### config.mk
export PLATFORM = sky130hd
export DESIGN_NAME = rst_delay_seq
export DESIGN_NICKNAME = d
export VERILOG_FILES = /design/src/rtl/rdt_pkg.sv /design/src/rtl/rdt_sync2.sv /design/src/rtl/rdt_tick_edge.sv /design/src/rtl/rdt_event_arb.sv /design/src/rtl/rst_delay_seq.sv
export SDC_FILE = /design/constraint.sdc
export NUM_CORES = 1
export LEC_CHECK = 0
export ABC_AREA = 1
export BUFFER_PORTS_ARGS = -buffer_cell sky130_fd_sc_hd__buf_2
export CORE_UTILIZATION = 45
export DETAILED_ROUTE_END_ITERATION = 8
export PLACE_DENSITY_LB_ADDON = 0.15
export SYNTH_ARGS = -nofsm -noshare
export SYNTH_HDL_FRONTEND = slang
export SYNTH_SLANG_ARGS = --single-unit
### constraint.sdc
create_clock -name clk -period 4.8 [get_ports clk]
set_input_delay 0.24 -clock clk [delete_from_list [all_inputs] [get_ports clk]]
set_output_delay 0.24 -clock clk [all_outputs]
set_load 0.03 [all_outputs]
### src/rtl/rdt_pkg.sv
package rdt_pkg;

    typedef enum logic [1:0] {
        ST_IDLE_RUN = 2'd0,
        ST_HOLD_BOD = 2'd1,
        ST_COUNTING = 2'd2
    } rdt_state_e;

    typedef enum logic [2:0] {
        CAUSE_NONE = 3'd0,
        CAUSE_POR  = 3'd1,
        CAUSE_BOR  = 3'd2,
        CAUSE_MCLR = 3'd3,
        CAUSE_WDT  = 3'd4,
        CAUSE_WAKE = 3'd5
    } rdt_cause_e;

    localparam logic [1:0] OSC_MODE_RC = 2'd3;

endpackage

### src/rtl/rdt_sync2.sv
module rdt_sync2 #(
    parameter int STAGES = 2
) (
    input  logic clk,
    input  logic rst,
    input  logic d_i,
    output logic q_o
);
    logic [STAGES-1:0] chain_q;

    always_ff @(posedge clk or posedge rst) begin
        if (rst) chain_q <= '0;
        else     chain_q <= {chain_q[STAGES-2:0], d_i};
    end

    assign q_o = chain_q[STAGES-1];
endmodule

### src/rtl/rdt_tick_edge.sv
module rdt_tick_edge (
    input  logic clk,
    input  logic rst,
    input  logic tick_i,
    output logic rise_o
);
    logic tick_q;

    always_ff @(posedge clk or posedge rst) begin
        if (rst) tick_q <= 1'b0;
        else     tick_q <= tick_i;
    end

    assign rise_o = tick_i & ~tick_q;
endmodule

### src/rtl/rdt_event_arb.sv
module rdt_event_arb
    import rdt_pkg::*;
(
    input  logic       bod_act_i,
    input  logic       mclr_low_i,
    input  logic       wdt_i,
    input  logic       wake_i,
    output logic       hit_o,
    output rdt_cause_e cause_o
);
    always_comb begin
        hit_o   = 1'b1;
        cause_o = CAUSE_NONE;
        if (bod_act_i)       cause_o = CAUSE_BOR;
        else if (mclr_low_i) cause_o = CAUSE_MCLR;
        else if (wdt_i)      cause_o = CAUSE_WDT;
        else if (wake_i)     cause_o = CAUSE_WAKE;
        else                 hit_o   = 1'b0;
    end
endmodule

### src/rtl/rst_delay_seq.sv
module rst_delay_seq
    import rdt_pkg::*;
#(
    parameter int LONG_TICKS  = 18000,
    parameter int SHORT_TICKS = 1000,
    parameter int SYNC_STAGES = 2
) (
    input  logic       clk,
    input  logic       por_i,
    input  logic       mclr_n_i,
    input  logic       wdt_to_i,
    input  logic       wake_i,
    input  logic       bod_raw_i,
    input  logic       tick_i,
    input  logic [1:0] osc_mode_i,
    input  logic       boden_we_i,
    input  logic       boden_wdata_i,
    output logic       core_rst_o,
    output logic [2:0] cause_o
);
    localparam int CW = $clog2(LONG_TICKS + 1);
    localparam logic [CW:0] LONG_LIM  = (CW+1)'(LONG_TICKS);
    localparam logic [CW:0] SHORT_LIM = (CW+1)'(SHORT_TICKS);

    typedef struct packed {
        rdt_state_e      state;
        logic [CW-1:0]   cnt;
        logic            boden;
        logic            after_por;
        rdt_cause_e      cause;
    } regs_t;

    regs_t r_d, r_q;

    logic       bod_sync;
    logic       tick_rise;
    logic       bod_act;
    logic       ev_hit;
    rdt_cause_e ev_cause;
    logic [CW:0] lim;
    logic [CW:0] cnt_inc;

    rdt_sync2 #(.STAGES(SYNC_STAGES)) u_bod_sync (
        .clk (clk),
        .rst (por_i),
        .d_i (bod_raw_i),
        .q_o (bod_sync)
    );

    rdt_tick_edge u_tick (
        .clk    (clk),
        .rst    (por_i),
        .tick_i (tick_i),
        .rise_o (tick_rise)
    );

    assign bod_act = r_q.boden & bod_sync;

    rdt_event_arb u_arb (
        .bod_act_i  (bod_act),
        .mclr_low_i (~mclr_n_i),
        .wdt_i      (wdt_to_i),
        .wake_i     (wake_i),
        .hit_o      (ev_hit),
        .cause_o    (ev_cause)
    );

    always_comb begin
        r_d     = r_q;
        lim     = (r_q.after_por && osc_mode_i == OSC_MODE_RC) ? SHORT_LIM : LONG_LIM;
        cnt_inc = {1'b0, r_q.cnt} + 1'b1;

        if (boden_we_i) r_d.boden = boden_wdata_i;

        case (r_q.state)
            ST_HOLD_BOD: begin
                r_d.cnt = '0;
                if (!bod_act) r_d.state = ST_COUNTING;
            end
            ST_IDLE_RUN, ST_COUNTING: begin
                if (ev_hit) begin
                    r_d.cnt   = '0;
                    r_d.cause = ev_cause;
                    r_d.state = (ev_cause == CAUSE_BOR) ? ST_HOLD_BOD : ST_COUNTING;
                end else if (r_q.state == ST_COUNTING && tick_rise) begin
                    if (cnt_inc >= lim) begin
                        r_d.state     = ST_IDLE_RUN;
                        r_d.cnt       = '0;
                        r_d.after_por = 1'b1;
                    end else begin
                        r_d.cnt = cnt_inc[CW-1:0];
                    end
                end
            end
            default: r_d.state = ST_COUNTING;
        endcase
    end

    always_ff @(posedge clk or posedge por_i) begin
        if (por_i) begin
            r_q.state     <= ST_COUNTING;
            r_q.cnt       <= '0;
            r_q.boden     <= 1'b0;
            r_q.after_por <= 1'b0;
            r_q.cause     <= CAUSE_POR;
        end else begin
            r_q <= r_d;
        end
    end

    logic [1:0]    st_cur;
    logic [CW-1:0] cnt_cur;
    logic          boden_cur;
    assign st_cur    = r_q.state;
    assign cnt_cur   = r_q.cnt;
    assign boden_cur = r_q.boden;

    assign core_rst_o = (r_q.state != ST_IDLE_RUN);
    assign cause_o    = r_q.cause;
endmodule

### Word level (Yosys, flattened, before mapping)

Index checks and enable logic that the tools add are counted.

* flip-flop bits (word level): 25
* input port bits: 11
* output and inout bits: 4
* word-level logic and storage cells: 47

* add/sub/neg operators: 1
* magnitude comparators: 1
* equal/unequal tests: 7
* multiplexer cells: 17
* bitwise logic cells: 4
* reduce and logical (&&, ||, !) cells: 10

Operators by type and width (number)
* $mux W17: 2
* $mux W15: 2
* $pmux W15 S2: 1
* $add A15 B1 Y16 const B: 1
* $ge A16 B15 Y1: 1
* $mux W3: 4
* $mux W2: 3
* $ne A3 B3 Y1 const B: 2
* $eq A2 B2 Y1 const B: 2
* $mux W1: 4
* $pmux W2 S2: 1
* $reduce_and A2 Y1: 2
* $reduce_and A4 Y1: 1
* $reduce_bool A2 Y1: 2
* $eq A3 B2 Y1 const B: 1
* $reduce_and A3 Y1: 1
* $and A1 B1 Y1: 2
* $eq A2 B1 Y1 const B: 1
* $logic_and A1 B1 Y1: 2
* $logic_not A2 Y1: 1
* $ne A2 B2 Y1 const B: 1
* $not A1 Y1: 2
* $reduce_or A2 Y1: 1

### Logic depth before layout (Yosys ltp)

* depth after elaboration: 8
* mapped depth: 16
* gate-level depth less buffers: 16

### Modules after synthesis

From an unflattened synthesis, not the netlist that was laid out.

* cells, all modules: 224
* area, all modules: 1761.7 um2

Modules (own cells, without submodules)
* rst_delay_seq: instances 1, cells an instance 208, area an instance 1630.3 um2, seq. area each 553.0 um2
* rdt_sync2: instances 1, cells an instance 3, area an instance 53.8 um2, seq. area each 50.0 um2
* rdt_event_arb: instances 1, cells an instance 9, area an instance 38.8 um2, seq. area each 0.0 um2
* rdt_tick_edge: instances 1, cells an instance 4, area an instance 38.8 um2, seq. area each 25.0 um2

### Worst setup path before layout

OpenSTA, ideal clock, no wires.

* path kind: flip-flop to flip-flop
* from: reg r_q, in the netlist cnt_cur[0]
* to: reg r_q, in the netlist cnt_cur[4]
* setup time: 0.065 ns
* arrival time: 2.168 ns
* required time: 4.735 ns
* path slack: 2.567 ns
* cell stages (with the launch flop): 17
* path buffers: 0
* clock period less this slack: 2.233 ns
* path through: dfrtp_1 > ha_1 > nand2_1 > nor2_4 > nand3_1 > nor3_1 > xor2_1 > ha_1 > nand2_1 > nor2_1 > nor2_1 > nor2_1 > nor2_2 > nand2_2 > nor2_4 > nand2_1 > nand2_1

* cells in the longest elaborated chain, start to end: 6

RTL lines
* start: declaration: RTL line rst_delay_seq.sv:33 `regs_t r_d, r_q;`
* start signal: assignment: RTL line rst_delay_seq.sv:107 `r_q <= r_d;`
* $add A15 B1 Y16 (*): RTL line rst_delay_seq.sv:71 `cnt_inc = {1'b0, r_q.cnt} + 1'b1;`
* $ge A16 B15 Y1: RTL line rst_delay_seq.sv:86 `if (cnt_inc >= lim) begin`
* $mux W15 (*): RTL line rst_delay_seq.sv:86
* $mux W17 (*): RTL line rst_delay_seq.sv:85 `end else if (r_q.state == ST_COUNTING && tick_rise) begin`
* $mux W17 (*): RTL line rst_delay_seq.sv:81 `if (ev_hit) begin`
* $pmux W15 S2 (*): RTL line rst_delay_seq.sv:75 `case (r_q.state)`

Every way passes the cells marked *; elsewhere a longest branch is shown, timed or not. The select of a mux whose other input is x is not followed.
A chain may end at the register's enable or synchronous reset.

### Worst setup path after layout

* from: reg r_q, in the netlist cnt_cur[0]
* to: reg r_q, in the netlist cnt_cur[8]

Same word-level chain as after synthesis.

==> out/metrics.cfg <==
[placement]
place_congestion=0.850
hpwl_um=2520
portBuffers=14
pre_cts_ws_ns=2.27

[setup_path]
cp_cell_sequence=ha_1, nand2_1, nor2_4, nand3_1, nor3_1, xor2_1, ha_1, nand2_1, nor2_1, nor2_1, nor2_1, nor2_2, nand2_2, nor2_4, nand2_1, nand2_1
critPathKind=reg2reg
path_delay_family=simple AND/OR/NAND/NOR gates
ff2ff_path_depth=16
r2r_end=cnt_cur[8]$_DFFE_PP0P_
path_max_fanout=9
cp_common_cell=nand2_1
worst-path-buf-inv=0
r2r-start=cnt_cur[0]$_DFFE_PP0P_
crit_slowest_cell=dfrtp_1
worstSetupEndpointType=register
slowest_delay_ns=0.42
startpoint_type=register
reg2reg_slack_ns=2.21
crit_required_ns=5.07
worst_ep_arrival_time_ns=2.86

[synthesis]
yosys_warnings=0
synth_top_area_share=0.357
syn_area_sq_um=1610
synth_seq_cells=25
syn_nets=240
synth_top_cell_by_area=dfrtp_1
synth.distinct_cells=24
yosysSeqAreaShare=0.390
avgSynthCellArea_sq_um=7.29
synthCells=221
synth_area_leaders=dfrtp_1 (36%), nand2_1 (18%), inv_1 (6.3%), ha_1 (6.2%), nor2_1 (4.2%)

[routing]
wl_per_cell_um=11.5
antenna_left=0
drt_iter0_markers=67
wirelength_um=3260
dr.pass1.iters=4
num_vias=1332
drc=0
via_per_inst=4.71

[finish]
area_growth_pct=9.39
layout_common_cells=nand2_1 (79), inv_1 (27), dfrtp_1 (23), nor2_1 (18), buf_2 (14)
n_antenna_cell=0
drive_gt1_frac=0.156
layout_commonest_cell=nand2_1
fin_nets=257

[timing]
tns_ns=0
maxSlewViolCount=0
worstMarginPinSlew_ns=1.03
worst_slack_ns=2.21
fin_skew_ns=0.00406
max_freq_mhz=386
finalCriticalPeriod_ns=2.59
finalSetupViolCount=0
min_period_over_period=0.539
slew_headroom=0.310
hold_viol=0
rsz0062_at_grt=false

[clocking]
clock-sinks=25
cts_resized=0
htreeDepth=1
cts_buffers=3
cts_max_path_buffers=2
cts_tree=built
clk_latency_ns=0.32
ctsRootBufferMaster=clkbuf_4
clk_pin_slew_ns=0.15

[floorplanning]
die_w_um=61.8
initial_utilization=0.475
die_h_um=61.8
placementRows=21
core_sq_um=3390
pin_count=15
die_area_sq_um=3820

[power_and_ir_drop]
ir_worst_vdd_uv=163
power.leakage_uw=0.000908
p_per_area_nw_per_um2=211

[run_status]
run_status=finished clean

[global_route]
grt_pass1_vias=1205
grt-busiest-layer=met2
grt_max_degree=26
use_met1=0.303
grt_antenna_before_repair=0
met3_usage=0.0186
gr-usage-met2=0.307
grt_pass1_wl_um=5510
grt_usage=0.202
gr-total-overflow=0

[worst_hold_path]
min_path_type=in2async

[flow_run]
maxCapViolCount=0

==> worst max path at each step <==
stage	start	to	slack (ns)	cells past startpoint
6_report	cnt_cur[0]$_DFFE_PP0P_	cnt_cur[8]$_DFFE_PP0P_	2.21	16
5_1_grt	cnt_cur[0]$_DFFE_PP0P_	cnt_cur[8]$_DFFE_PP0P_	1.84	16
3_3_place_gp	cnt_cur[0]$_DFFE_PP0P_	cnt_cur[1]$_DFFE_PP0P_	2.33	16
3_5_place_dp	cnt_cur[0]$_DFFE_PP0P_	cnt_cur[8]$_DFFE_PP0P_	2.27	16
4_1_cts	cnt_cur[0]$_DFFE_PP0P_	cnt_cur[8]$_DFFE_PP0P_	2.24	16
2_1_floorplan	cnt_cur[0]$_DFFE_PP0P_	cnt_cur[4]$_DFFE_PP0P_	2.57	16
==> registers in the layout, summed over array words and instances (netlist names) <==
| signal | cells |
|---|---|
| r_q | 1 |
| cause_o | 3 |
| u_tick.tick_q | 1 |
| cnt_cur | 15 |
| boden_cur | 1 |
| st_cur | 2 |
| u_bod_sync.chain_q | 2 |
==> where the power goes <==
group	internal [uW]	total, uW	switching (uW)
registers	220	225	5.21
logic	14.3	44.3	30.0
clock network	34.0	103	68.6
total	268	372	104
==> cell families (layout without fill, tap and decap cells) <==
family,after synthesis,in the layout,share of synthesized area
adder cells (fa/ha/maj),8,8,0.0621
flip-flops,25,25,0.390
buffers and inverters,31,47,0.0800
XOR/XNOR,7,7,0.0380
AND/OR/NAND/NOR,135,135,0.376
AO/OA/AOI/OAI,14,14,0.0474
multiplexers,1,1,0.00699
==> per-stage QoR <==
stage	hold slack, ns	utilization	cells	cell area (sq um)	total power (uW)
after floorplan	0.266	-	221	1610	264
after global placement	0.332	0.505	277	1710	272
after detailed placement	0.341	0.505	277	1710	273
after CTS	0.0121	0.517	282	1750	377
after global routing	0.137	0.520	283	1760	390
final	0.0902	0.520	283	1760	372
==> synthesized netlist by cell type <==
cell and count:
xnor2_1 2, mux2_2 1, or2_2 2, nor3_1 5
nand3_2 1, nand4_1 6, inv_1 27, dfstp_2 2
a22o_1 1, ha_1 8, o21ai_0 8, buf_4 3
a21oi_1 3, nand2_1 79, nor2_1 18, xor2_1 5
nor2_4 4, o21ai_1 1, dfrtp_1 23, nor2_2 4
nand3_1 11, nand2_2 5, o21bai_1 1, buf_2 1
==> cell type report <==
class	instances	area (sq um)
clock buffer	3	22.5
clock inverter	1	8.76
fill	352	1630
inverter	27	101
multi-input combinational	165	855
sequential	25	628
tap	46	57.6
timing repair buffer	16	90.1
==> repair_timing <==
action | CTS | global route
setup buffers | 0 | 0
endpoints found under the hold margin | 1 | 1
hold buffers | 1 | 1
==> routing by layer <==
layer / vias to the layer above / share of wire
met5: - / 0
met4: 0 / 0.010
met2: 16 / 0.43
met3: 4 / 0.024
met1: 587 / 0.53
li1: 725 / -
==> worst register-to-register path, cell delays in order, from the launching register on <==
cell and delay (ns):
dfrtp_1 0.42, ha_1 0.19, nand2_1 0.10, nor2_4 0.17
nand3_1 0.11, nor3_1 0.18, xor2_1 0.21, ha_1 0.27
nand2_1 0.06, nor2_1 0.04, nor2_1 0.08, nor2_1 0.06
nor2_2 0.08, nand2_2 0.13, nor2_4 0.25, nand2_1 0.09
nand2_1 0.07
Power figures use the tool's default switching activity.
